### config.mk
export PLATFORM = sky130hd
export DESIGN_NAME = mux_reg_addr_decoder
export DESIGN_NICKNAME = d
export VERILOG_FILES = /design/src/rtl/mux_dec_pkg.sv /design/src/rtl/mux_strobe_edge.sv /design/src/rtl/mux_addr_decode.sv /design/src/rtl/mux_cfg_once.sv /design/src/rtl/mux_reg_addr_decoder.sv
export SDC_FILE = /design/constraint.sdc
export NUM_CORES = 1
export LEC_CHECK = 0
export ABC_AREA = 0
export BUFFER_PORTS_ARGS = -buffer_cell sky130_fd_sc_hd__buf_2
export CORE_AREA = 2 2 39 41
export CTS_CLUSTER_SIZE = 28
export DETAILED_ROUTE_END_ITERATION = 10
export DIE_AREA = 0 0 41 43
export PLACE_DENSITY = 0.63
export SLEW_MARGIN = 40
export SYNTH_ARGS = -nofsm -noshare
export SYNTH_HDL_FRONTEND = slang
export SYNTH_HIERARCHICAL = 1
export SYNTH_SLANG_ARGS = --single-unit
### constraint.sdc
create_clock -name clk -period 1.12 [get_ports clk]
set_input_delay 0.056 -clock clk [delete_from_list [all_inputs] [get_ports clk]]
set_output_delay 0.056 -clock clk [all_outputs]
set_load 0.005 [all_outputs]
### src/rtl/mux_dec_pkg.sv
// Package: shared constants and the placement-mode type for the
// multiplexed-bus register address decoder.
package mux_dec_pkg;
    // Placement of register index and channel bit within the address byte.
    typedef enum logic {
        PLACE_LEFT  = 1'b0,
        PLACE_RIGHT = 1'b1
    } place_e;

    // Channel-select coding shared by the address bit and the pin.
    localparam logic CHAN_A = 1'b1;
    localparam logic CHAN_B = 1'b0;
endpackage

### src/rtl/mux_strobe_edge.sv
// Strobe edge detector.
// Does: samples an asynchronous-looking strobe level on clk and emits a
// one-cycle pulse on the selected transition (rising or falling).
// Assumes: each strobe level persists for at least one clock period;
// the sampled history resets to the strobe's idle (high) level.
module mux_strobe_edge #(
    parameter bit RISING = 1'b1
) (
    input  logic clk,
    input  logic rst_n,
    input  logic strobe_i,
    output logic edge_o
);
    logic prev_q;

    // Keep the previous sampled level of the strobe.
    always_ff @(posedge clk) begin
        if (!rst_n) prev_q <= 1'b1;
        else        prev_q <= strobe_i;
    end

    // Pick the transition that this instance reports.
    generate
        if (RISING) begin : g_rise
            assign edge_o = strobe_i & ~prev_q;
        end else begin : g_fall
            assign edge_o = ~strobe_i & prev_q;
        end
    endgenerate
endmodule

### src/rtl/mux_addr_decode.sv
// Address byte decoder.
// Does: extracts the register index and the channel bit from an address
// byte. Both placements are built and one is chosen by the mode input.
// Assumes: the bit positions given by the parameters fit inside AD_W.
module mux_addr_decode
    import mux_dec_pkg::*;
#(
    parameter int AD_W       = 8,
    parameter int IDX_W      = 4,
    parameter int SL_IDX_LSB = 1,
    parameter int SL_CH_BIT  = 5,
    parameter int SR_IDX_LSB = 2,
    parameter int SR_CH_BIT  = 0
) (
    input  logic [AD_W-1:0]  ad_i,
    input  place_e           mode_i,
    output logic [IDX_W-1:0] idx_o,
    output logic             chan_o
);
    logic [IDX_W-1:0] idx_left, idx_right;

    // Form the index under each placement.
    always_comb begin
        idx_left  = IDX_W'(ad_i >> SL_IDX_LSB);
        idx_right = IDX_W'(ad_i >> SR_IDX_LSB);
    end

    // Choose the placement that the current mode selects.
    always_comb begin
        if (mode_i == PLACE_RIGHT) begin
            idx_o  = idx_right;
            chan_o = ad_i[SR_CH_BIT];
        end else begin
            idx_o  = idx_left;
            chan_o = ad_i[SL_CH_BIT];
        end
    end
endmodule

### src/rtl/mux_cfg_once.sv
// Write-once bus configuration register.
// Does: holds the placement mode. The first write strobe after reset
// loads it and then locks it.
// Assumes: wr_evt_i is a single-cycle pulse for each write data phase.
module mux_cfg_once
    import mux_dec_pkg::*;
(
    input  logic   clk,
    input  logic   rst_n,
    input  logic   wr_evt_i,
    input  logic   mode_bit_i,
    output place_e mode_o,
    output logic   open_o
);
    logic locked_q;
    place_e mode_q;

    // Load the mode on the first write, then lock until reset.
    always_ff @(posedge clk) begin
        if (!rst_n) begin
            locked_q <= 1'b0;
            mode_q   <= PLACE_LEFT;
        end else if (wr_evt_i && !locked_q) begin
            locked_q <= 1'b1;
            mode_q   <= place_e'(mode_bit_i);
        end
    end

    assign mode_o = mode_q;
    assign open_o = ~locked_q;
endmodule

### src/rtl/mux_reg_addr_decoder.sv
// Multiplexed-bus register address decoder (top).
// Does: captures the decoded address on the address-strobe rising edge,
// merges the channel bit with the channel pin, and sends the first
// write after reset to the write-once configuration register.
// Assumes: address-strobe rise and data-strobe fall do not share an edge.
// The channel pin is steady during use.
module mux_reg_addr_decoder
    import mux_dec_pkg::*;
#(
    parameter int AD_W         = 8,
    parameter int IDX_W        = 4,
    parameter int SL_IDX_LSB   = 1,
    parameter int SL_CH_BIT    = 5,
    parameter int SR_IDX_LSB   = 2,
    parameter int SR_CH_BIT    = 0,
    parameter int CFG_MODE_BIT = 0
) (
    input  logic             clk,
    input  logic             rst_n,
    input  logic [AD_W-1:0]  ad_i,
    input  logic             as_n_i,
    input  logic             ds_n_i,
    input  logic             wr_i,
    input  logic             chan_a_pin_i,
    output logic [IDX_W-1:0] reg_sel_o,
    output logic             chan_a_o,
    output logic             cfg_sel_o,
    output logic             shift_right_o
);
    logic             as_rise, ds_fall, cfg_wr;
    logic [IDX_W-1:0] idx_dec, idx_q;
    logic             chan_dec, chan_q;
    place_e           mode;
    logic             cfg_open;

    mux_strobe_edge #(.RISING(1'b1)) as_edge_i (
        .clk(clk), .rst_n(rst_n), .strobe_i(as_n_i), .edge_o(as_rise)
    );

    mux_strobe_edge #(.RISING(1'b0)) ds_edge_i (
        .clk(clk), .rst_n(rst_n), .strobe_i(ds_n_i), .edge_o(ds_fall)
    );

    mux_addr_decode #(
        .AD_W(AD_W), .IDX_W(IDX_W),
        .SL_IDX_LSB(SL_IDX_LSB), .SL_CH_BIT(SL_CH_BIT),
        .SR_IDX_LSB(SR_IDX_LSB), .SR_CH_BIT(SR_CH_BIT)
    ) dec_i (
        .ad_i(ad_i), .mode_i(mode), .idx_o(idx_dec), .chan_o(chan_dec)
    );

    assign cfg_wr = ds_fall & wr_i;

    mux_cfg_once cfg_i (
        .clk(clk), .rst_n(rst_n), .wr_evt_i(cfg_wr),
        .mode_bit_i(ad_i[CFG_MODE_BIT]), .mode_o(mode), .open_o(cfg_open)
    );

    // Hold the decoded address from one address phase to the next.
    always_ff @(posedge clk) begin
        if (!rst_n) begin
            idx_q  <= '0;
            chan_q <= CHAN_A;
        end else if (as_rise) begin
            idx_q  <= idx_dec;
            chan_q <= chan_dec;
        end
    end

    // Channel B wins when either source asks for it.
    always_comb begin
        chan_a_o = (chan_q == CHAN_A) && (chan_a_pin_i == CHAN_A);
    end

    assign reg_sel_o     = idx_q;
    assign cfg_sel_o     = cfg_open;
    assign shift_right_o = (mode == PLACE_RIGHT);
endmodule

==> results of run 1 <==
-- routing by layer --
layer | GRT usage, % | routed length (um) | up-vias
li1 | - | - | 165
met1 | 11.04 | 300 | 140
met2 | 13.13 | 368 | 9
met3 | 6.283 | 55 | 0
met4 | 2.000 | 0 | 0
met5 | 0 | 0 | -
-- registers in the layout, indices dropped and copies added (netlist names) --
| signal | cells |
|---|---|
| as_edge_i/prev_q | 1 |
| cfg_i/locked_q | 1 |
| cfg_i/mode_o | 1 |
| chan_q | 1 |
| ds_edge_i/prev_q | 1 |
| reg_sel_o | 4 |
-- cell usage in the layout, fill, tap and decap left out, types with 2 or more instances in the layout --
cell type and n:
mux2i_1 6, nand2b_1 2, nor2b_4 2, nand2_1 3, buf_2 17, mux2_2 5, dlygate4sd3_1 2, clkbuf_4 3
nor2b_1 5, dfxtp_1 8
-- area by class of cell --
type | instances | area (um2) | area share, %
Clock buffer | 4 | 26.28 | 4.687
Inverter | 1 | 3.754 | 0.6696
Multi-Input combinational cell | 26 | 221.5 | 39.51
Sequential cell | 9 | 183.9 | 32.81
Tap cell | 16 | 20.02 | 3.571
Timing Repair Buffer | 19 | 105.1 | 18.75
-- through the flow --
step / instance area (um2) / hold WS, ns / TNS (ns)
6_report: 560.5 / 0.04483 / 0
5_1_grt: 560.5 / 0.04048 / 0
4_1_cts: 555.5 / 0.03940 / 0
3_5_place_dp: 508.0 / 0.2585 / -0.05465
3_3_place_gp: 508.0 / 0.2558 / 0
2_1_floorplan: 409.1 / 0.1179 / 0
-- power breakdown --
group	internal [mW]	switching, mW	total [mW]
sequential	0.334	0.0109	0.345
combinational	0.0611	0.0329	0.0940
clock	0.137	0.106	0.243
total	0.532	0.150	0.682
-- worst reg2reg max path, delay by kind of cell (launching register included) --
family | cells | cell delay [ns]
multiplexers | 2 | 0.49
flip-flops | 1 | 0.38
AND/OR/NAND/NOR | 1 | 0.06
-- cells by family (layout without fill, tap and decap cells) --
| family | after synthesis | count (layout) | share of synthesized area [%] |
|---|---|---|---|
| mux | 11 | 11 | 28.44 |
| flops | 9 | 9 | 44.04 |
| buf+inv | 2 | 24 | 3.669 |
| compound gates | 1 | 1 | 1.836 |
| simple gates | 14 | 14 | 22.02 |
-- worst paths after layout --
kind,end,slack (ns)
setup / recovery,cfg_i/mode_o,0.06
hold / removal,chan_q,0.04
setup reg to reg,chan_q,0.08
hold reg to reg,chan_q,0.48
-- repair_timing --
item,4_1_cts,5_1_grt
hold buffers,2,0
resized for setup,1,3
hold endpoints to repair,2,0
setup buffers,0,0
setup endpoints to repair,5,4
pin swaps,0,1
==> impl_metrics.py, run 1 <==
metrics = {
    "outcome": {
        "status": "complete, no violations",
    },
    "hold_path": {
        "min_from": "rst_n",
        "min_path_cells": 2,
        "hp-class": "in2reg",
    },
    "finish": {
        "utilization_pct": 40.51,
        "diodes": 0,
        "fillers": 149,
        "syn_to_final_growth_pct": 37.00,
        "fin_nets": 74,
        "final_cell_count_no_fill": 75,
        "drive_above_1_share_pct": 49.15,
    },
    "yosys": {
        "synth_area_um2": 409.1,
        "synthTopCellsByArea": "dfxtp_1 44%, mux2i_1 15%, mux2_2 14%",
        "synth_edf_count": 0,
        "yosysSeqAreaShare_pct": 44.04,
        "syn_inst": 37,
        "synthFlopType": "dfxtp_1",
        "yosysWarnings": 6,
        "async_reset_ff_share_pct": 0,
        "synthTopCellsByCount": "9 x dfxtp_1, 6 x mux2i_1, 5 x mux2_2, 5 x nor2b_1, 3 x nand2_1",
        "avgSynthCellArea_um2": 11.06,
        "syn_nets": 51,
        "yosys_register_bits": 9,
        "synth.most_common_cell": "dfxtp_1",
        "ys_types": 12,
        "yosysTopAreaCellShare_pct": 44.04,
        "yosys.area.top_type": "dfxtp_1",
    },
    "flow_run": {
        "max_cap_violations": 0,
    },
    "worst_setup_path": {
        "crit_path_start_kind": "primary input",
        "critPathRequiredTime_ns": 1.31,
        "cp_num_cells": 6,
        "rr_worst_depth": 3,
        "path_cells": "dlygate4sd3_1, buf_2, nor2b_1, and2_4, nor2b_4, mux2i_1",
        "startpoint": "ds_n_i",
        "worst_ep_arrival_time_ns": 1.25,
        "path_delay_family": "buffers and inverters",
        "crit_type": "in2reg",
        "end_kind": "flop",
        "slowest_stage": "dlygate4sd3_1",
        "r2r-start": "cfg_i/mode_o",
        "worst_path_largest_cell_delay_ns": 0.52,
        "crit_fanout": 2,
        "critical_path_buf_inv_count": 2,
    },
    "global_route": {
        "track_usage_pct": 9.164,
        "grt_pass1_vias": 255,
        "grt_max_degree": 11,
        "grt_antenna_before_repair": 0,
        "grt_overflow": 0,
        "grt_pass1_wl_mm": 1.069,
    },
    "floorplan": {
        "dieArea_mm2": 0.001763,
        "start_util_pct": 29.57,
        "fp.dieW_um": 41,
        "num_rows": 14,
        "io_pins": 21,
        "core_area_mm2": 0.001384,
        "fp.dieH_um": 43,
    },
    "route": {
        "dr.pass1.iters": 4,
        "post_drt_via_cell_ratio": 4.187,
        "totalWireLength_um": 723,
        "drc": 0,
        "vias": 314,
        "drtIter0Drc": 2,
        "wl_per_cell_um": 9.640,
        "ant_nets": 0,
    },
    "place": {
        "globalplace.congestion": 0.6201,
        "post-place-ws_ns": -0.03853,
        "dp.cells": 70,
        "portBuffers": 18,
    },
    "clocking": {
        "cts_buffer_depth": 2,
        "path_clk_slew_ns": 0.06,
        "insertion_delay_ns": 0.26,
        "htreeDepth": 1,
        "cts_tree": "done",
        "numCtsBuffers": 3,
        "ctsRootBufferMaster": "clkbuf_4",
        "clkSinkCount": 9,
    },
    "power_and_ir_drop": {
        "power.total_mw": 0.6817,
        "p_leak_nw": 0.2435,
        "irDropWorstVdd_v": 0.0006515,
        "power_density_mw_per_mm2": 1216,
    },
    "timing": {
        "skew_ns": 0.006073,
        "clock.fmax_mhz": 944.2,
        "period_minus_slack_ns": 1.059,
        "rsz0062_at_grt": "no",
        "fin_ws_ns": 0.06090,
        "worstMarginPinSlew_ns": 0.2088,
        "slew_headroom_pct": 86.05,
        "finalHoldViolations": 0,
        "fin_crit_sh_pct": 94.56,
        "finalMaxSlewViolations": 0,
        "setup_viol": 0,
    },
}
Power figures use the tool's default switching activity.
==> run 2, diff against run 1 <==
Settings changed: CTS_CLUSTER_SIZE 28 to 14, PLACE_DENSITY 0.63 to 0.66.
==> impl_metrics.py, run 2 (synthesis results as in run 1) <==
metrics = {
    "outcome": {
        "status": "complete, no violations",
    },
    "timing": {
        "fin_crit_sh_pct": 95.58,
        "skew_ns": 0.005005,
        "finalHoldViolations": 0,
        "slew_headroom_pct": 86.27,
        "worstMarginPinSlew_ns": 0.2055,
        "hold_ws_ns": 0.04960,
        "clock.fmax_mhz": 934.2,
        "finalMaxSlewViolations": 0,
        "period_minus_slack_ns": 1.070,
        "setup_viol": 0,
    },
    "finish": {
        "syn_to_final_growth_pct": 36.39,
        "diodes": 0,
        "utilization_pct": 40.33,
        "largest_register_ffs": 4,
        "multiInputGateArea_um2": 219.0,
        "final_cell_count_no_fill": 75,
        "final_common_cell": "buf_2",
        "seq_area_um2": 183.9,
        "mostFrequentLayoutCells": "17 x buf_2, 8 x dfxtp_1, 6 x mux2i_1, 5 x nor2b_1, 5 x mux2_2",
        "design_area_um2": 558.0,
        "drive_above_1_share_pct": 47.46,
        "fillers": 144,
        "fin_nets": 74,
    },
    "global_route": {
        "grt_pass1_vias": 270,
        "track_usage_pct": 8.753,
        "grt_overflow": 0,
        "grt_pass1_wl_mm": 1.035,
        "grt_max_degree": 11,
        "grt_antenna_before_repair": 0,
    },
    "clocking": {
        "numCtsBuffers": 3,
        "clkSinkCount": 9,
        "ctsRootBufferMaster": "clkbuf_4",
        "insertion_delay_ns": 0.25,
        "htreeDepth": 1,
        "path_clk_slew_ns": 0.06,
        "cts_setup_buffers": 0,
        "cts_tree": "done",
        "cts_buffer_depth": 2,
    },
    "route": {
        "dr.pass1.iters": 2,
        "ant_nets": 0,
        "drc": 0,
        "totalWireLength_um": 718,
        "wl_per_cell_um": 9.573,
        "post_drt_via_cell_ratio": 4.133,
        "vias": 310,
        "drtIter0Drc": 6,
    },
    "worst_setup_path": {
        "end_kind": "flop",
        "critPathRequiredTime_ns": 1.30,
        "reg2reg_to": "reg_sel_o[1]",
        "crit_fanout": 2,
        "crit_type": "in2reg",
        "startpoint": "ds_n_i",
        "rr_worst_depth": 3,
        "critical_path.endpoint": "cfg_i/mode_o",
        "worst_ep_arrival_time_ns": 1.25,
        "crit_path_start_kind": "primary input",
        "r2r-start": "cfg_i/mode_o",
        "reg2reg_slack_ns": 0.11,
    },
    "floorplan": {
        "core_area_mm2": 0.001384,
        "dieArea_mm2": 0.001763,
        "num_rows": 14,
        "start_util_pct": 29.57,
        "io_pins": 21,
        "fp.dieW_um": 41,
        "fp.dieH_um": 43,
    },
    "place": {
        "portBuffers": 18,
        "dp.cells": 70,
        "place_area_um2": 508.0,
        "globalplace.congestion": 0.6023,
    },
    "power_and_ir_drop": {
        "p_leak_nw": 0.2417,
        "power_density_mw_per_mm2": 1219,
        "irDropWorstVdd_v": 0.0005231,
    },
    "flow_run": {
        "max_cap_violations": 0,
    },
    "hold_path": {
        "hp-class": "in2reg",
    },
}
## run 2: cell counts in the layout (fill, tap and decap cells not counted)
No cell type changed its count.
## run 2: how the worst min path moves through the flow
stage / cells past startpoint / from / endpoint
CTS: 2 / rst_n / chan_q
global route: 2 / rst_n / as_edge_i/prev_q
finish: 2 / rst_n / chan_q
detailed placement: 2 / ds_n_i / ds_edge_i/prev_q
global placement: 2 / ds_n_i / ds_edge_i/prev_q
floorplan: 1 / rst_n / chan_q
## run 2: cell type report
type,instances,share of cell area [%]
Tap cell,16,3.587
Inverter,1,0.6726
Timing Repair Buffer,19,18.83
Sequential cell,9,32.96
Multi-Input combinational cell,26,39.24
Clock buffer,4,4.709
## run 2: timing repair
item | in CTS | in global routing
endpoints found under the hold margin | 2 | 0
hold buffers | 2 | 0
resized for setup | 1 | 2
setup endpoints to repair | 5 | 2
## run 2: per-layer routing
layer	track usage (%)	vias up	routed length, um
li1	-	166	-
met1	11.65	135	326
met2	11.25	9	359
met3	1.571	0	31
met4	8.000	0	0
met5	0	-	0
## run 2: power by group
part | switching, mW | internal (mW)
sequential | 0.0110 | 0.334
combinational | 0.0328 | 0.0597
clock | 0.106 | 0.137
total | 0.150 | 0.530
## run 2: worst max-delay path: stages
cell and delay [ns]:
dlygate4sd3_1 0.53, buf_2 0.12, nor2b_1 0.09, and2_1 0.15, nor2b_4 0.14, mux2i_1 0.16
## run 2: through the flow
| stage | total power, mW | setup TNS (ns) | setup slack, ns |
|---|---|---|---|
| after floorplan | 0.4022 | 0 | 0.05036 |
| after global placement | 0.4384 | 0 | 0.01190 |
| after detailed placement | 0.4397 | -0.0005700 | -0.0005700 |
| after CTS | 0.6959 | 0 | 0.05897 |
| after global routing | 0.7185 | -0.01083 | -0.01083 |
| final | 0.6805 | 0 | 0.04955 |
==> run 3, diff against run 2 <==
Settings changed: CORE_AREA 2 2 39 41 to 3 3 40 42, CTS_BUF_LIST set to sky130_fd_sc_hd__clkbuf_8, DIE_AREA 0 0 41 43 to 0 0 43 45.
==> impl_metrics.py, run 3 (synthesis results as in run 1) <==
metrics = {
    "timing": {
        "slew_headroom_pct": 86.30,
        "worstMarginPinSlew_ns": 0.2051,
        "skew_ns": 0.003023,
        "finalHoldViolations": 0,
        "fin_crit_sh_pct": 91.35,
        "tns_ns": 0,
        "setup_viol": 0,
        "clock.fmax_mhz": 977.5,
        "fin_ws_ns": 0.09694,
        "rsz0062_at_grt": "no",
        "period_minus_slack_ns": 1.023,
        "finalMaxSlewViolations": 0,
    },
    "global_route": {
        "grt_max_degree": 11,
        "grt_pass1_vias": 299,
        "grt_pass1_wl_mm": 1.179,
        "grt_antenna_before_repair": 0,
        "grt_overflow": 0,
        "track_usage_pct": 9.008,
    },
    "route": {
        "drc": 0,
        "wl_per_cell_um": 10.51,
        "ant_nets": 0,
        "vias": 307,
        "dr.pass1.iters": 4,
        "totalWireLength_um": 767,
        "drtIter0Drc": 3,
        "post_drt_via_cell_ratio": 4.205,
    },
    "clocking": {
        "path_clk_slew_ns": 0.05,
        "cts_hold_buf": 0,
        "cts_tree": "done",
        "htreeDepth": 1,
        "insertion_delay_ns": 0.23,
        "clkSinkCount": 9,
        "ctsRootBufferMaster": "clkbuf_8",
        "numCtsBuffers": 3,
        "cts_buffer_depth": 2,
        "cts_setup_buffers": 0,
    },
    "finish": {
        "largest_register_ffs": 4,
        "diodes": 0,
        "drive_above_1_share_pct": 51.72,
        "fin_nets": 73,
        "final_common_cell": "buf_2",
        "mostFrequentLayoutCells": "18 x buf_2, 8 x dfxtp_1, 6 x mux2i_1, 5 x nor2b_1, 5 x mux2_2",
        "syn_to_final_growth_pct": 36.09,
    },
    "outcome": {
        "status": "complete, no violations",
    },
    "worst_setup_path": {
        "critPathRequiredTime_ns": 1.24,
        "worst_ep_arrival_time_ns": 1.14,
        "reg2reg_slack_ns": 0.1,
        "end_kind": "flop",
        "crit_type": "reg2reg",
        "crit_path_start_kind": "flop",
        "crit_fanout": 7,
    },
    "flow_run": {
        "max_cap_violations": 0,
    },
    "place": {
        "globalplace.congestion": 0.5884,
        "post-place-ws_ns": -0.001814,
        "portBuffers": 18,
        "hpwlAfterDp_um": 581.3,
    },
    "floorplan": {
        "start_util_pct": 31.84,
        "fp.dieH_um": 45,
        "dieArea_mm2": 0.001935,
        "core_area_mm2": 0.001285,
        "io_pins": 21,
        "fp.dieW_um": 43,
        "num_rows": 13,
    },
    "power_and_ir_drop": {
        "irDropWorstVdd_v": 0.0005788,
        "power_density_mw_per_mm2": 1454,
        "p_leak_nw": 0.2461,
    },
    "hold_path": {
        "hp-class": "in2reg",
    },
}
==> run 3: changes by cell type in the layout (fill, tap and decap cells not counted), sizes merged <==
cell         change
dlygate4sd3      -2
buf              +1
clkbuf           -1
clkinv           +1
==> run 3: worst max-delay path, cell delays in order (launching register included) <==
cell and delay [ns]:
dfxtp_4 0.38, mux2_2 0.33, mux2i_1 0.13, nand2_1 0.07
==> run 3: final cells by class <==
class	count	area [um2]
Sequential cell	9	183.9
Tap cell	15	18.77
Clock buffer	3	41.29
Fill cell	128	728.2
Timing Repair Buffer	18	90.09
Inverter	1	3.754
Clock inverter	1	5.005
Multi-Input combinational cell	26	214.0
==> run 3: what timing repair did <==
item	4_1_cts	5_1_grt
resized for setup	1	1
cloned	0	0
setup endpoints to repair	2	1
==> run 3: through the flow <==
stage / instance area [um2] / hold WS, ns / total power [mW] / cells / util, %
detailed placement: 506.7 / 0.2596 / 0.4396 / 69 / 39.44
floorplan: 409.1 / 0.1179 / 0.4022 / 37 / -
global placement: 506.7 / 0.2588 / 0.4384 / 69 / 39.44
global route: 556.8 / 0.01816 / 0.8521 / 73 / 43.33
finish: 556.8 / 0.02603 / 0.8095 / 73 / 43.33
CTS: 554.3 / 0.01452 / 0.8273 / 73 / 43.14
==> run 3: path summary, 6_finish.rpt <==
kind                      endpoint    startpoint  cells past startpoint
setup / recovery            chan_q  cfg_i/mode_o                      3
hold reg to reg             chan_q        chan_q                      2
hold / removal    ds_edge_i/prev_q        ds_n_i                      2
setup reg to reg            chan_q  cfg_i/mode_o                      3
==> run 3: routing by layer <==
metal,vias up,GRT usage [%],share of wire (%)
li1,164,-,-
met1,133,8.959,45
met5,-,0,0
met4,0,10.84,2.5
met2,8,13.77,48
met3,2,2.789,4.2
==> run 3: power breakdown <==
group          switching, mW  internal, mW  leakage (nW)
clock                  0.135         0.243        0.0255
combinational         0.0316        0.0549         0.146
sequential            0.0102         0.335        0.0746
